--- src/rtl/dtmr_pkg.sv ---
package dtmr_pkg;
    localparam int DW        = 8;
    localparam int AW        = 3;
    localparam int NUM_UNITS = 2;
    localparam int PRE_W     = 5;

    localparam logic [AW-1:0] ADR_CTRL = 3'd0;
    localparam logic [AW-1:0] ADR_CFG  = 3'd1;
    localparam int ADR_CNT_BASE = 2;

    localparam int RUN_POS  = 4;
    localparam int FLAG_POS = 5;
    localparam int CFG_W    = 4;
    localparam int GATE_BIT = 3;
    localparam int EXT_BIT  = 2;

    typedef enum logic [1:0] {
        MD_13     = 2'd0,
        MD_16     = 2'd1,
        MD_RELOAD = 2'd2,
        MD_HALT   = 2'd3
    } tmode_e;

    typedef enum logic [1:0] {
        ST_IDLE = 2'd0,
        ST_WAIT = 2'd1,
        ST_RUN  = 2'd2,
        ST_HALT = 2'd3
    } ustate_e;

    function automatic logic [AW-1:0] lo_adr(input int u);
        return AW'(ADR_CNT_BASE + 2 * u);
    endfunction

    function automatic logic [AW-1:0] hi_adr(input int u);
        return AW'(ADR_CNT_BASE + 2 * u + 1);
    endfunction
endpackage

--- src/rtl/dtmr_sync.sv ---
module dtmr_sync #(
    parameter int   STAGES  = 2,
    parameter logic RST_VAL = 1'b0
) (
    input  logic clk,
    input  logic rst_n,
    input  logic d,
    output logic q
);
    logic [STAGES-1:0] sr;

    always_ff @(posedge clk or negedge rst_n) begin
        if (!rst_n) begin
            sr <= {STAGES{RST_VAL}};
        end else begin
            sr <= {sr[STAGES-2:0], d};
        end
    end

    assign q = sr[STAGES-1];
endmodule

--- src/rtl/dtmr_unit.sv ---
module dtmr_unit
    import dtmr_pkg::*;
#(
    parameter int SYNC_STAGES = 2
) (
    input  logic             clk,
    input  logic             rst_n,
    input  logic             tick,
    input  logic             cnt_pin,
    input  logic             gate_pin,
    input  logic             run,
    input  logic [CFG_W-1:0] cfg,
    input  logic             wr_lo,
    input  logic             wr_hi,
    input  logic [DW-1:0]    wdata,
    input  logic             flag_wr,
    input  logic             flag_wval,
    input  logic             flag_clr,
    output logic [DW-1:0]    lo_q,
    output logic [DW-1:0]    hi_q,
    output logic             flag_q
);
    localparam logic [PRE_W-1:0] PRE_ONE  = PRE_W'(1);
    localparam logic [DW-1:0]    BYTE_ONE = DW'(1);
    localparam logic [2*DW-1:0]  WORD_ONE = (2 * DW)'(1);

    tmode_e  md;
    ustate_e st_q, st_d;
    logic    cnt_s, cnt_prev, gate_s, fall;
    logic    halt_req, hold_req, step, bump, wrap;
    logic [DW-1:0] lo_inc, hi_inc;

    assign md = tmode_e'(cfg[1:0]);

    dtmr_sync #(.STAGES(SYNC_STAGES), .RST_VAL(1'b1)) i_cnt_sync (
        .clk(clk), .rst_n(rst_n), .d(cnt_pin), .q(cnt_s)
    );
    dtmr_sync #(.STAGES(SYNC_STAGES), .RST_VAL(1'b0)) i_gate_sync (
        .clk(clk), .rst_n(rst_n), .d(gate_pin), .q(gate_s)
    );

    always_ff @(posedge clk or negedge rst_n) begin
        if (!rst_n) cnt_prev <= 1'b1;
        else        cnt_prev <= cnt_s;
    end

    assign fall     = cnt_prev & ~cnt_s;
    assign halt_req = (md == MD_HALT);
    assign hold_req = cfg[GATE_BIT] & ~gate_s;

    // next-state: start, stop, gate-close, gate-open, freeze, thaw
    always_comb begin
        st_d = st_q;
        unique case (st_q)
            ST_IDLE: begin
                if (halt_req)      st_d = ST_HALT;
                else if (run)      st_d = hold_req ? ST_WAIT : ST_RUN;
            end
            ST_WAIT: begin
                if (halt_req)      st_d = ST_HALT;
                else if (!run)     st_d = ST_IDLE;
                else if (!hold_req) st_d = ST_RUN;
            end
            ST_RUN: begin
                if (halt_req)      st_d = ST_HALT;
                else if (!run)     st_d = ST_IDLE;
                else if (hold_req) st_d = ST_WAIT;
            end
            ST_HALT: begin
                if (!halt_req) begin
                    if (!run)          st_d = ST_IDLE;
                    else if (hold_req) st_d = ST_WAIT;
                    else               st_d = ST_RUN;
                end
            end
        endcase
    end

    always_ff @(posedge clk or negedge rst_n) begin
        if (!rst_n) st_q <= ST_IDLE;
        else        st_q <= st_d;
    end

    // output process: count event acceptance
    always_comb begin
        step = 1'b0;
        unique case (st_q)
            ST_RUN:                     step = cfg[EXT_BIT] ? fall : tick;
            ST_IDLE, ST_WAIT, ST_HALT:  step = 1'b0;
        endcase
    end

    always_comb begin
        lo_inc = lo_q;
        hi_inc = hi_q;
        wrap   = 1'b0;
        unique case (md)
            MD_13: begin
                lo_inc[PRE_W-1:0] = lo_q[PRE_W-1:0] + PRE_ONE;
                if (&lo_q[PRE_W-1:0]) begin
                    hi_inc = hi_q + BYTE_ONE;
                    wrap   = &hi_q;
                end
            end
            MD_16: begin
                {hi_inc, lo_inc} = {hi_q, lo_q} + WORD_ONE;
                wrap = &{hi_q, lo_q};
            end
            MD_RELOAD: begin
                if (&lo_q) begin
                    lo_inc = hi_q;
                    wrap   = 1'b1;
                end else begin
                    lo_inc = lo_q + BYTE_ONE;
                end
            end
            MD_HALT: begin
                wrap = 1'b0;
            end
        endcase
    end

    assign bump = step & ~wr_lo & ~wr_hi;

    always_ff @(posedge clk or negedge rst_n) begin
        if (!rst_n) begin
            lo_q   <= '0;
            hi_q   <= '0;
            flag_q <= 1'b0;
        end else begin
            if (wr_lo)     lo_q <= wdata;
            else if (bump) lo_q <= lo_inc;
            if (wr_hi)     hi_q <= wdata;
            else if (bump) hi_q <= hi_inc;
            if (bump && wrap)  flag_q <= 1'b1;
            else if (flag_clr) flag_q <= 1'b0;
            else if (flag_wr)  flag_q <= flag_wval;
        end
    end
endmodule

--- src/rtl/dual_tmr_unit.sv ---
module dual_tmr_unit
    import dtmr_pkg::*;
#(
    parameter int SYNC_STAGES = 2
) (
    input  logic                 clk,
    input  logic                 rst_n,
    input  logic                 tick,
    input  logic [NUM_UNITS-1:0] cnt_pin,
    input  logic [NUM_UNITS-1:0] gate_pin,
    input  logic [NUM_UNITS-1:0] ovf_clr,
    input  logic                 wr_en,
    input  logic [AW-1:0]        wr_addr,
    input  logic [DW-1:0]        wr_data,
    input  logic [AW-1:0]        rd_addr,
    output logic [DW-1:0]        rd_data,
    output logic [NUM_UNITS-1:0] ovf
);
    localparam int NU = NUM_UNITS;

    logic [NU-1:0]         run_q;
    logic [DW-1:0]         mode_q;
    logic [NU-1:0][DW-1:0] lo_v, hi_v;
    logic [NU-1:0]         wr_lo, wr_hi;
    logic                  ctl_wr, cfg_wr;

    assign ctl_wr = wr_en && (wr_addr == ADR_CTRL);
    assign cfg_wr = wr_en && (wr_addr == ADR_CFG);

    always_ff @(posedge clk or negedge rst_n) begin
        if (!rst_n)      mode_q <= '0;
        else if (cfg_wr) mode_q <= wr_data;
    end

    for (genvar u = 0; u < NU; u++) begin : g_unit
        assign wr_lo[u] = wr_en && (wr_addr == lo_adr(u));
        assign wr_hi[u] = wr_en && (wr_addr == hi_adr(u));

        always_ff @(posedge clk or negedge rst_n) begin
            if (!rst_n)      run_q[u] <= 1'b0;
            else if (ctl_wr) run_q[u] <= wr_data[RUN_POS + 2*u];
        end

        dtmr_unit #(.SYNC_STAGES(SYNC_STAGES)) i_unit (
            .clk       (clk),
            .rst_n     (rst_n),
            .tick      (tick),
            .cnt_pin   (cnt_pin[u]),
            .gate_pin  (gate_pin[u]),
            .run       (run_q[u]),
            .cfg       (mode_q[CFG_W*u +: CFG_W]),
            .wr_lo     (wr_lo[u]),
            .wr_hi     (wr_hi[u]),
            .wdata     (wr_data),
            .flag_wr   (ctl_wr),
            .flag_wval (wr_data[FLAG_POS + 2*u]),
            .flag_clr  (ovf_clr[u]),
            .lo_q      (lo_v[u]),
            .hi_q      (hi_v[u]),
            .flag_q    (ovf[u])
        );
    end

    always_comb begin
        rd_data = '0;
        if (rd_addr == ADR_CTRL) begin
            for (int u = 0; u < NU; u++) begin
                rd_data[RUN_POS + 2*u]  = run_q[u];
                rd_data[FLAG_POS + 2*u] = ovf[u];
            end
        end else if (rd_addr == ADR_CFG) begin
            rd_data = mode_q;
        end else begin
            for (int u = 0; u < NU; u++) begin
                if (rd_addr == lo_adr(u)) rd_data = lo_v[u];
                if (rd_addr == hi_adr(u)) rd_data = hi_v[u];
            end
        end
    end
endmodule

--- config.mk ---
export PLATFORM = sky130hd
export DESIGN_NAME = dual_tmr_unit
export DESIGN_NICKNAME = d
export VERILOG_FILES = /design/src/rtl/dtmr_pkg.sv /design/src/rtl/dtmr_sync.sv /design/src/rtl/dtmr_unit.sv /design/src/rtl/dual_tmr_unit.sv
export SDC_FILE = /design/constraint.sdc
export NUM_CORES = 1
export LEC_CHECK = 0
export ABC_AREA = 1
export BUFFER_PORTS_ARGS = -buffer_cell sky130_fd_sc_hd__buf_4
export CAP_MARGIN = 20
export CORE_UTILIZATION = 40
export DETAILED_ROUTE_END_ITERATION = 12
export GPL_ROUTABILITY_DRIVEN = 0
export PLACE_DENSITY_LB_ADDON = 0.15
export SYNTH_ARGS = -nofsm -noshare
export SYNTH_HDL_FRONTEND = slang
export SYNTH_SLANG_ARGS = --single-unit
--- constraint.sdc ---
create_clock -name clk -period 2.39 [get_ports clk]
set_clock_uncertainty 0.05 [all_clocks]
set_input_delay 0.239 -clock clk [delete_from_list [all_inputs] [get_ports clk]]
set_output_delay 0.239 -clock clk [all_outputs]
set_load 0.01 [all_outputs]
# After elaboration in Yosys (flattened, before gate mapping)
# Cells that the tools add are included.
# classes
add_sub_neg	8
eq_ne	32
muxes	65
bitwise	16
n_reduce_logical	44
# op_table
cell	n
8-bit 2-to-1 mux	17
2-bit 2-to-1 mux	22
16-bit by 1-bit adder with 16-bit output, second input constant	2
8-bit by 1-bit adder with 8-bit output, second input constant	4
8-bit case mux with 2 select lines	2
16-bit AND reduction	2
8-bit AND reduction	4
5-bit case mux with 3 select lines	2
3-bit nonzero test	6
2-bit == test, second input constant	8
2-bit case mux with 4 select lines	2
3-bit by 2-bit == test with 1-bit output, second input constant	4
3-bit == test, second input constant	4
1-bit 2-to-1 mux	12
3-bit case mux with 2 select lines	2
5-bit by 1-bit adder with 5-bit output, second input constant	2
5-bit AND reduction	2
1-bit AND	8
2-bit by 1-bit == test with 1-bit output, second input constant	4
1-bit logical AND	8
2-bit zero test	4
4-bit 2-to-1 mux	2
4-bit by 2-bit inequality test with 1-bit output, second input constant	2
4-bit by 3-bit inequality test with 1-bit output, second input constant	2
14 further kinds	38
# word_totals
ff_bits	58
in_bits	24
output_inout_bits	10
word_cells	184

# Depth between registers and ports, before layout
# Gate-level depths: netlist of run 1.
# logic_depth
word_depth	8
mapped_depth	11
ltp_nobuf	11

# By module
# From an unflattened synthesis of run 1, not the netlist that was laid out.
# hier_totals
hier_cells	746
hier_area_um2	4782.1
# by_module_without_submodules
mod	instances	cells_per_inst	area_per_inst_um2	seq_area_each_um2
dtmr_unit at g_unit[1].i_unit	1	306	1884.3	501.7
dtmr_unit at g_unit[0].i_unit	1	298	1854.3	501.7
dual_tmr_unit	1	134	838.3	250.2
dtmr_sync at g_unit[0].i_unit.i_cnt_sync ...	2	2	52.6	52.6
dtmr_sync at g_unit[0].i_unit.i_gate_sync ...	2	2	50.0	50.0

# Least setup slack after synthesis of run 1
# OpenSTA, ideal clock, no wires.
# synth_timing
kind	reg-to-reg
start	reg g_unit[1].i_unit.lo_q[0]
end	reg g_unit[1].i_unit.hi_q[5]
setup_time_ns	0.116
t_arrival_ns	1.542
t_required_ns	2.224
setup_slack_ns	0.682
path_stages_with_launch	12
n_path_buf	0
synth_period_minus_slack_ns	1.708
path_cell_list	dfrtp_1 > ha_1 > nand2_2 > nor2_4 > ha_1 > nand2_1 > o21ai_2 > nand4_4 > nand2_1 > o21ai_0 > clkinv_1 > nand2_1
# synth_via
elab_chain_cells	4
elab_cells_between_ends	7
classes_between	1 x add/sub; 1 x eq/ne; 3 x mux; 2 x reduce/logical
# synth_lines
element	line	text
start, declared	dtmr_unit.sv:19	output logic [DW-1:0] lo_q,
start signal, assigned	dtmr_unit.sv:131	if (wr_lo) lo_q <= wdata;
start signal, assigned	dtmr_unit.sv:132	else if (bump) lo_q <= lo_inc;
16-bit by 1-bit adder with 16-bit output	dtmr_unit.sv:106	{hi_inc, lo_inc} = {hi_q, lo_q} + WORD_ONE;
8-bit case mux with 2 select lines	dtmr_unit.sv:97	unique case (md)
8-bit 2-to-1 mux	dtmr_unit.sv:134	else if (bump) hi_q <= hi_inc;
8-bit 2-to-1 mux	dtmr_unit.sv:133	if (wr_hi) hi_q <= wdata;
end signal, assigned	dtmr_unit.sv:133	
end signal, assigned	dtmr_unit.sv:134	
end, declared	dtmr_unit.sv:20	output logic [DW-1:0] hi_q,
# Parallel ways exist; a longest one is shown, timed or not. The select of a mux whose other input is x is not followed.
# A chain may end at the register's enable or synchronous reset.

# Worst setup path after layout of run 1
# layout_timing
start	reg g_unit[0].i_unit.hi_q[3]
end	out rd_data[3]
# layout_via
elab_chain_cells	5
# layout_lines
element	line	text
start, declared	dtmr_unit.sv:20	
start signal, assigned	dtmr_unit.sv:133	
start signal, assigned	dtmr_unit.sv:134	
8-bit 2-to-1 mux	dual_tmr_unit.sv:76	if (rd_addr == hi_adr(u)) rd_data = hi_v[u];
8-bit 2-to-1 mux	dual_tmr_unit.sv:75	if (rd_addr == lo_adr(u)) rd_data = lo_v[u];
8-bit 2-to-1 mux	dual_tmr_unit.sv:76	
8-bit 2-to-1 mux	dual_tmr_unit.sv:71	end else if (rd_addr == ADR_CFG) begin
4-bit 2-to-1 mux	dual_tmr_unit.sv:66	if (rd_addr == ADR_CTRL) begin
end, declared	dual_tmr_unit.sv:16	output logic [DW-1:0] rd_data,
# No other way between the ends.

==> run summary, run 1 <==
Post-synth EDFFs - 0
Synth unique cells - 40
Max Slew Vio Count - 0
Setup crit end kind - output port
Hold Vio Cnt, Final - 0
Startpoint Class - register
Cell taking the most area after synthesis - dfrtp_1
Critical R2R Capture - g_unit[1].i_unit.hi_q[4]
Cell Area, Placed - 4990 um^2
CP Class - register to output port
Rows - 38
Gate Count Post-Synth - 712
Worst path top cell family by delay - flip-flops
Crit path DAT - 1670 ps
Layout area overhead - 16.7%
Worst r2r path cells - 11
CTS sink cnt - 58
Post-DRT Antenna Nets - 0
FF/Latch Area - 1460 um^2
Total wire length - 14500 um
Worst-Skew Late Latency - 340 ps
Outcome - finished, final reports clean
PortBufs - 33
Worst r2r src - g_unit[1].i_unit.lo_q[0]
Worst min-delay path category - input port to register
Initial antenna violation count - 0
Starting Density - 41.7%
Crit path max fanout - 6
Hold path cells - 3
Die Span Y - 109 um
Crit share post-route - 81.9%
Synth Register Bits - 58
Clock Path Buffers - 2
Post-synth top area share - 28.3%
Die X - 109 um
Register-to-register path setup slack - 440 ps
Post-synth ARST share - 100%
Inserted Diodes - 0
Vias/cell - 5.32
Inserted Clock Buffers - 9
Post-CTS resize count - 0
Htree depth - 3
PwrDens - 945 nW/um^2
# nets final - 796
# DRC - 0
Sequential share of the synthesized area - 31.7%
Top cell by count, worst path - a21oi_1
DP HPWL - 11100 um
Crit-path max cell delay - 470 ps
Largest net degree at the start of global routing - 59
Worst EP required - 2100 ps
First-pass GRT wire length - 23400 um
Slew HR - 47.8%
Syn Nets - 752
Initial drt markers - 377
Number of global-route vias before repair - 4607
Worst hold start - wr_data[0]
Clock Tree Root - clkbuf_16
Slew @ Worst Pin - 782 ps
Syn Area/Cell - 6.46 um^2
IO Pins - 34
Router iterations before antenna repair - 5
Top FF cell, synth - dfrtp_1
CP bufs+invs - 2
Highest clock rate - 511 MHz
GRT overflow - 0
Core area - 11000 um^2
Fin area - 5370 um^2
Crit path max-delay cell type - dfrtp_1
Commonest non-fill, non-tap cell in the layout - nand2_1
Min Tclk post-route - 1960 ps
Die area - 11900 um^2
Max-cap violations - 0
Worst vdd ir - 0.000496 V
CTS tree - yes
Critical path cell sequence - inv_1 > nor2_1 > a21oi_1 > nand2_1 > o21ai_0 > a21oi_1 > buf_4
Syn Std Cell Area - 4600 um^2
Commonest non-fill, non-tap cells in the layout - 218 x nand2_1, 100 x inv_1, 100 x nand3_1
Clock transition at the registers of the reported paths - 50 ps
Final setup viols - 0
WHS - 101 ps
Wirelength per Cell - 16.1 um
Leakage Power - 2.71 nW
Worst min-delay path endpoint - g_unit[1].i_unit.hi_q[0]
Ys Warns - 0
GR Util All Layers - 26.4%
Filler cells - 1143
Vias - 4795
Setup TNS - 0 ps
RSZ-0062 raised after global routing - no
Layout cell share with drive strength beyond 1 - 13.0%
Multi-input gate area - 2690 um^2
Synth top area cells - dfrtp_1 28%, nand2_1 18%, nand3_1 11%
state kept, by name, indices dropped and copies added, names as in the netlist:
register and count:
g_unit.i_unit.cnt_prev 2, g_unit.i_unit.hi_q 16, g_unit.i_unit.i_cnt_sync.sr 4, mode_q 8
g_unit.i_unit.flag_q 2, g_unit.i_unit.i_gate_sync.sr 4, run_q 2, g_unit.i_unit.st_q 4
g_unit.i_unit.lo_q 16
cells by family (layout without fill, tap and decap cells):
kind of cell	count (synthesis)	in the layout	synth area share (%)
xor gates and xnor gates	8	8	1.52
AOI/OAI and AO/OA	77	77	9.50
and+or+nand+nor	439	439	43.1
DFF	58	58	31.7
buffers and inverters	114	163	9.77
adders and majority gates	16	16	4.35
report_power, final:
part / total [W] / internal [W] / switching, W
sequential: 0.00174 / 0.00128 / 0.000466
clock: 0.00144 / 0.000921 / 0.000519
combinational: 0.00189 / 0.000701 / 0.00119
total: 0.00507 / 0.00290 / 0.00217
cells in the mapped netlist (2+ instances only):
| library cell | number |
|---|---|
| nand2_1 | 218 |
| inv_1 | 100 |
| nand3_1 | 100 |
| nor2_1 | 61 |
| dfrtp_1 | 52 |
| o21ai_0 | 30 |
| a21oi_1 | 25 |
| ha_1 | 16 |
| nor3_1 | 12 |
| nand4_1 | 10 |
| nor2_2 | 8 |
| xor2_1 | 7 |
| dfstp_2 | 6 |
| inv_2 | 6 |
| nand2_2 | 6 |
| nor2_4 | 5 |
| o2111ai_1 | 5 |
| nand2_4 | 4 |
| o21ai_1 | 4 |
| o22ai_1 | 4 |
| or2_2 | 4 |
| a31oi_1 | 3 |
| buf_4 | 3 |
| nand3b_1 | 3 |
| o21ai_2 | 3 |
| buf_2 | 2 |
| nand3_2 | 2 |
layer usage:
layer	GRT usage (%)	share of wire, %
met3	7.11	7.0
met5	0	0
met2	39.4	44
met1	35.5	46
met4	11.6	3.1
through the flow:
step                      setup slack (ps)  total power, W  cells  util [%]
final                                  432         0.00507    901      48.7
after global routing                   216         0.00545    901      48.7
after CTS                              443         0.00508    901      48.7
after detailed placement               467         0.00359    880      45.2
after global placement                 520         0.00356    880      45.2
after floorplan                        682         0.00298    712         -
final cells by class:
| class | count | share of cell area [%] |
|---|---|---|
| Tap cell | 140 | 3.26 |
| Sequential cell | 58 | 27.2 |
| Timing Repair Buffer | 40 | 5.83 |
| Clock inverter | 7 | 1.91 |
| Multi-Input combinational cell | 540 | 50.1 |
| Inverter | 107 | 7.48 |
| Clock buffer | 9 | 4.20 |
worst reg2reg max path: cells and delay by family, from the launching register on:
kind	cells	cell delay (ps)
AO/OA/AOI/OAI	2	180
adder cells (fa/ha/maj)	2	420
buffers and inverters	1	60
flip-flops	1	420
AND/OR/NAND/NOR	6	720
how the worst max path moves through the flow:
stage / from / to / slack [ps] / cells past startpoint
2_1_floorplan: g_unit[1].i_unit.lo_q[0] / g_unit[1].i_unit.hi_q[5] / 680 / 11
3_3_place_gp: rd_addr[2] / rd_data[1] / 520 / 7
3_5_place_dp: g_unit[1].i_unit.lo_q[0] / g_unit[1].i_unit.hi_q[7] / 470 / 11
4_1_cts: g_unit[0].i_unit.hi_q[3] / rd_data[3] / 440 / 7
5_1_grt: g_unit[0].i_unit.lo_q[0] / g_unit[0].i_unit.hi_q[6] / 220 / 11
6_report: g_unit[0].i_unit.hi_q[3] / rd_data[3] / 430 / 7
what timing repair did:
action | in CTS | in global routing
endpoints found under the hold margin | 56 | 0
buffers inserted | 0 | 0
hold buffers | 5 | 0
Note: power is estimated with default switching activity, not from simulation.
==> run 2, diff against run 1 <==
- clock period: 2.39 -> 1.72 ns (I/O delays scaled with it)
==> run 2 against run 1 <==
- global-route usage decreased by 0.56 points
- highest routed layer unchanged
- largest power group unchanged
- clock power increased by 29%
- sequential power increased by 30%
- sequential share of layout area decreased by 2.4 points
- critical path type unchanged
- flip-flop and latch count unchanged
- critical endpoint is now rd_data[0]
- via count increased by 3.0%
- combinational power increased by 77%
- non-clock buffer count increased by 39
- wire length increased by 1.9%
- largest cell class unchanged
- the flow now finishes with violations (setup timing)
==> run summary, run 2 (synthesis gave the netlist of run 1 again) <==
WL met3 - 974 um (-4.1%)
Comb power frac - 44.7% (+7.5 points)
Initial drt markers - 404 (+7.2%)
Slew @ Worst Pin - 540 ps (-242 ps)
Final Util - 53.4% (+4.8 points)
Router iterations before antenna repair - 6 (+1)
Clock transition at the registers of the reported paths - 60 ps (about the same)
CTS tree - yes
Min Tclk post-route - 1740 ps
Total wire length - 14800 um (+1.9%)
Slew HR - 63.9% (+16 points)
Flop pwr share - 30.4% (-4.0 points)
GR Util All Layers - 25.8% (-0.56 points)
Worst-Skew Late Latency - 350 ps (about the same)
Initial antenna violation count - 0 (unchanged)
Crit path DAT - 1520 ps (-150 ps)
Worst EP required - 1500 ps (-600 ps)
Final setup viols - 3 (+3)
Placed insts - 909 (+3.3%)
Clock group share of total power - 24.9% (-3.5 points)
RSZ-0062 raised after global routing - yes
Post-place setup slack - 3.87 ps (-463 ps)
Switching share of total power - 43.1% (+0.29 points)
Crit-path max cell delay - 410 ps (-60 ps)
Core area - 11000 um^2 (unchanged)
Worst min-delay path category - input port to register
Inserted Clock Buffers - 9 (unchanged)
Crit share post-route - 101%
Setup crit end kind - output port
Die Span Y - 109 um (unchanged)
Failing checks - setup timing
Starting Density - 41.7% (unchanged)
CTS sink cnt - 58 (unchanged)
Hold Vio Cnt, Final - 0 (unchanged)
Wirelength per Cell - 15.8 um (-2.4%)
Max Slew Vio Count - 0 (unchanged)
Critical path cell sequence - buf_6 > inv_4 > o22ai_1 > a21oi_1 > a21oi_2 > buf_4
Commonest non-fill, non-tap cell in the layout - nand2_1
First-pass GRT wire length - 22700 um (-3.0%)
Inserted Diodes - 0 (unchanged)
IO Pins - 34 (unchanged)
Met2 wire len - 6450 um (+1.8%)
Largest registers - g_unit.i_unit.hi_q x16, g_unit.i_unit.lo_q x16, mode_q x8
Setup ws final - -19.4 ps (-452 ps)
GRT overflow - 0 (unchanged)
Layout area overhead - 28.2%
Leakage Power - 2.91 nW (+7.3%)
Crit path max fanout - 4 (-2)
Largest net degree at the start of global routing - 27 (-54%)
PwrDens - 1270 nW/um^2 (+34%)
CP Class - register to output port
Rows - 38 (unchanged)
Worst vdd ir - 0.00101 V (+100%)
Outcome - finished, violations left
Max-cap violations - 0 (unchanged)
Finished Layout Cells - 940 (+4.3%)
Vias/cell - 5.26 (-1.3%)
Startpoint Class - register
Uppermost layer routed - met4
Clock Path Buffers - 2 (unchanged)
Number of global-route vias before repair - 4489 (-2.6%)
Die area - 11900 um^2 (unchanged)
Filler cells - 1079 (-5.6%)
# nets final - 835 (+4.9%)
Htree depth - 3 (unchanged)
Post-DRT Antenna Nets - 0 (unchanged)
Setup TNS - -25.9 ps (-25.9 ps)
Layout cell share with drive strength beyond 1 - 22.6% (+9.6 points)
Highest clock rate - 575 MHz
P_int - 0.00425 W (+46%)
Crit path max-delay cell type - dfrtp_1
M1 wire length - 6940 um (+2.8%)
# DRC - 0 (unchanged)
Clock Tree Root - clkbuf_16
PortBufs - 33 (unchanged)
Switching Power - 0.00322 W (+48%)
Commonest non-fill, non-tap cells in the layout - 213 x nand2_1, 96 x inv_1, 89 x nand3_1
DP HPWL - 11300 um (+1.5%)
Die X - 109 um (unchanged)
Vias - 4940 (+3.0%)
run 2: changes by cell type in the layout (fill, tap and decap cells not counted), moves of 5 or more:
| cell | delta |
|---|---|
| buf_4 | +34 |
| ha_1 | -6 |
| a21oi_1 | -5 |
| nand3_2 | +9 |
| nand2_1 | -5 |
| nand3_1 | -11 |
| o21ai_0 | -5 |
run 2: critical path: cells and delay by family, from the launching register on:
| family | cells | cell delay (ps) |
|---|---|---|
| compound gates | 3 | 430 |
| buf+inv | 3 | 330 |
| flops | 1 | 410 |
run 2: worst paths after layout:
check | from | endpoint | slack (ps) | depth (start not counted)
min in group asynchronous | rst_n | mode_q[4] | 240 | 2
worst max-delay path | g_unit[0].i_unit.lo_q[0] | rd_data[0] | -20 | 6
worst min-delay path | wr_data[0] | g_unit[1].i_unit.hi_q[0] | 20 | 3
worst min register to register | g_unit[1].i_unit.i_cnt_sync.sr[0] | g_unit[1].i_unit.i_cnt_sync.sr[1] | 310 | 0
max in group asynchronous | rst_n | g_unit[0].i_unit.i_cnt_sync.sr[1] | 790 | 3
worst max register to register | mode_q[5] | g_unit[1].i_unit.hi_q[7] | -10 | 8
run 2: power groups by stage:
stage	Sequential, W	Combinational [W]	Clock (W)
floorplan	0.00217	0.00197	0
global placement	0.00225	0.00292	0
detailed placement	0.00226	0.00297	0
CTS	0.00223	0.00305	0.00190
global route	0.00232	0.00369	0.00196
finish	0.00227	0.00334	0.00186
run 2: through the flow:
stage / power [W] / hold WS (ps) / area [um^2]
after global placement: 0.00517 / 66.2 / 5220
after CTS: 0.00719 / 11.7 / 5610
after global routing: 0.00798 / 48.0 / 5900
after detailed placement: 0.00523 / 67.9 / 5220
after floorplan: 0.00414 / -174 / 4600
final: 0.00747 / 22.0 / 5900
run 2: final cells by class:
type                            instances  area (um^2)  share of cell area, %
Tap cell                              140          175                   2.97
Sequential cell                        58         1460                   24.8
Multi-Input combinational cell        540         2920                   49.5
Inverter                              107          404                   6.85
Timing Repair Buffer                   79          633                   10.7
Clock inverter                          7         78.8                   1.34
Clock buffer                            9          225                   3.82
run 2: layer usage:
metal | track usage [%] | vias up
met1 | 34.5 | 2255
met5 | 0 | -
met4 | 11.2 | 0
li1 | - | 2460
met2 | 39.4 | 192
met3 | 6.28 | 33
run 2: repair_timing:
| action | CTS | global route |
|---|---|---|
| cloned | 0 | 0 |
| buffers inserted | 2 | 8 |
| gates resized for setup | 9 | 55 |
| setup endpoints to repair | 7 | 39 |
| pin swaps | 3 | 16 |
| hold endpoints to repair | 28 | 0 |
| hold buffers | 5 | 0 |
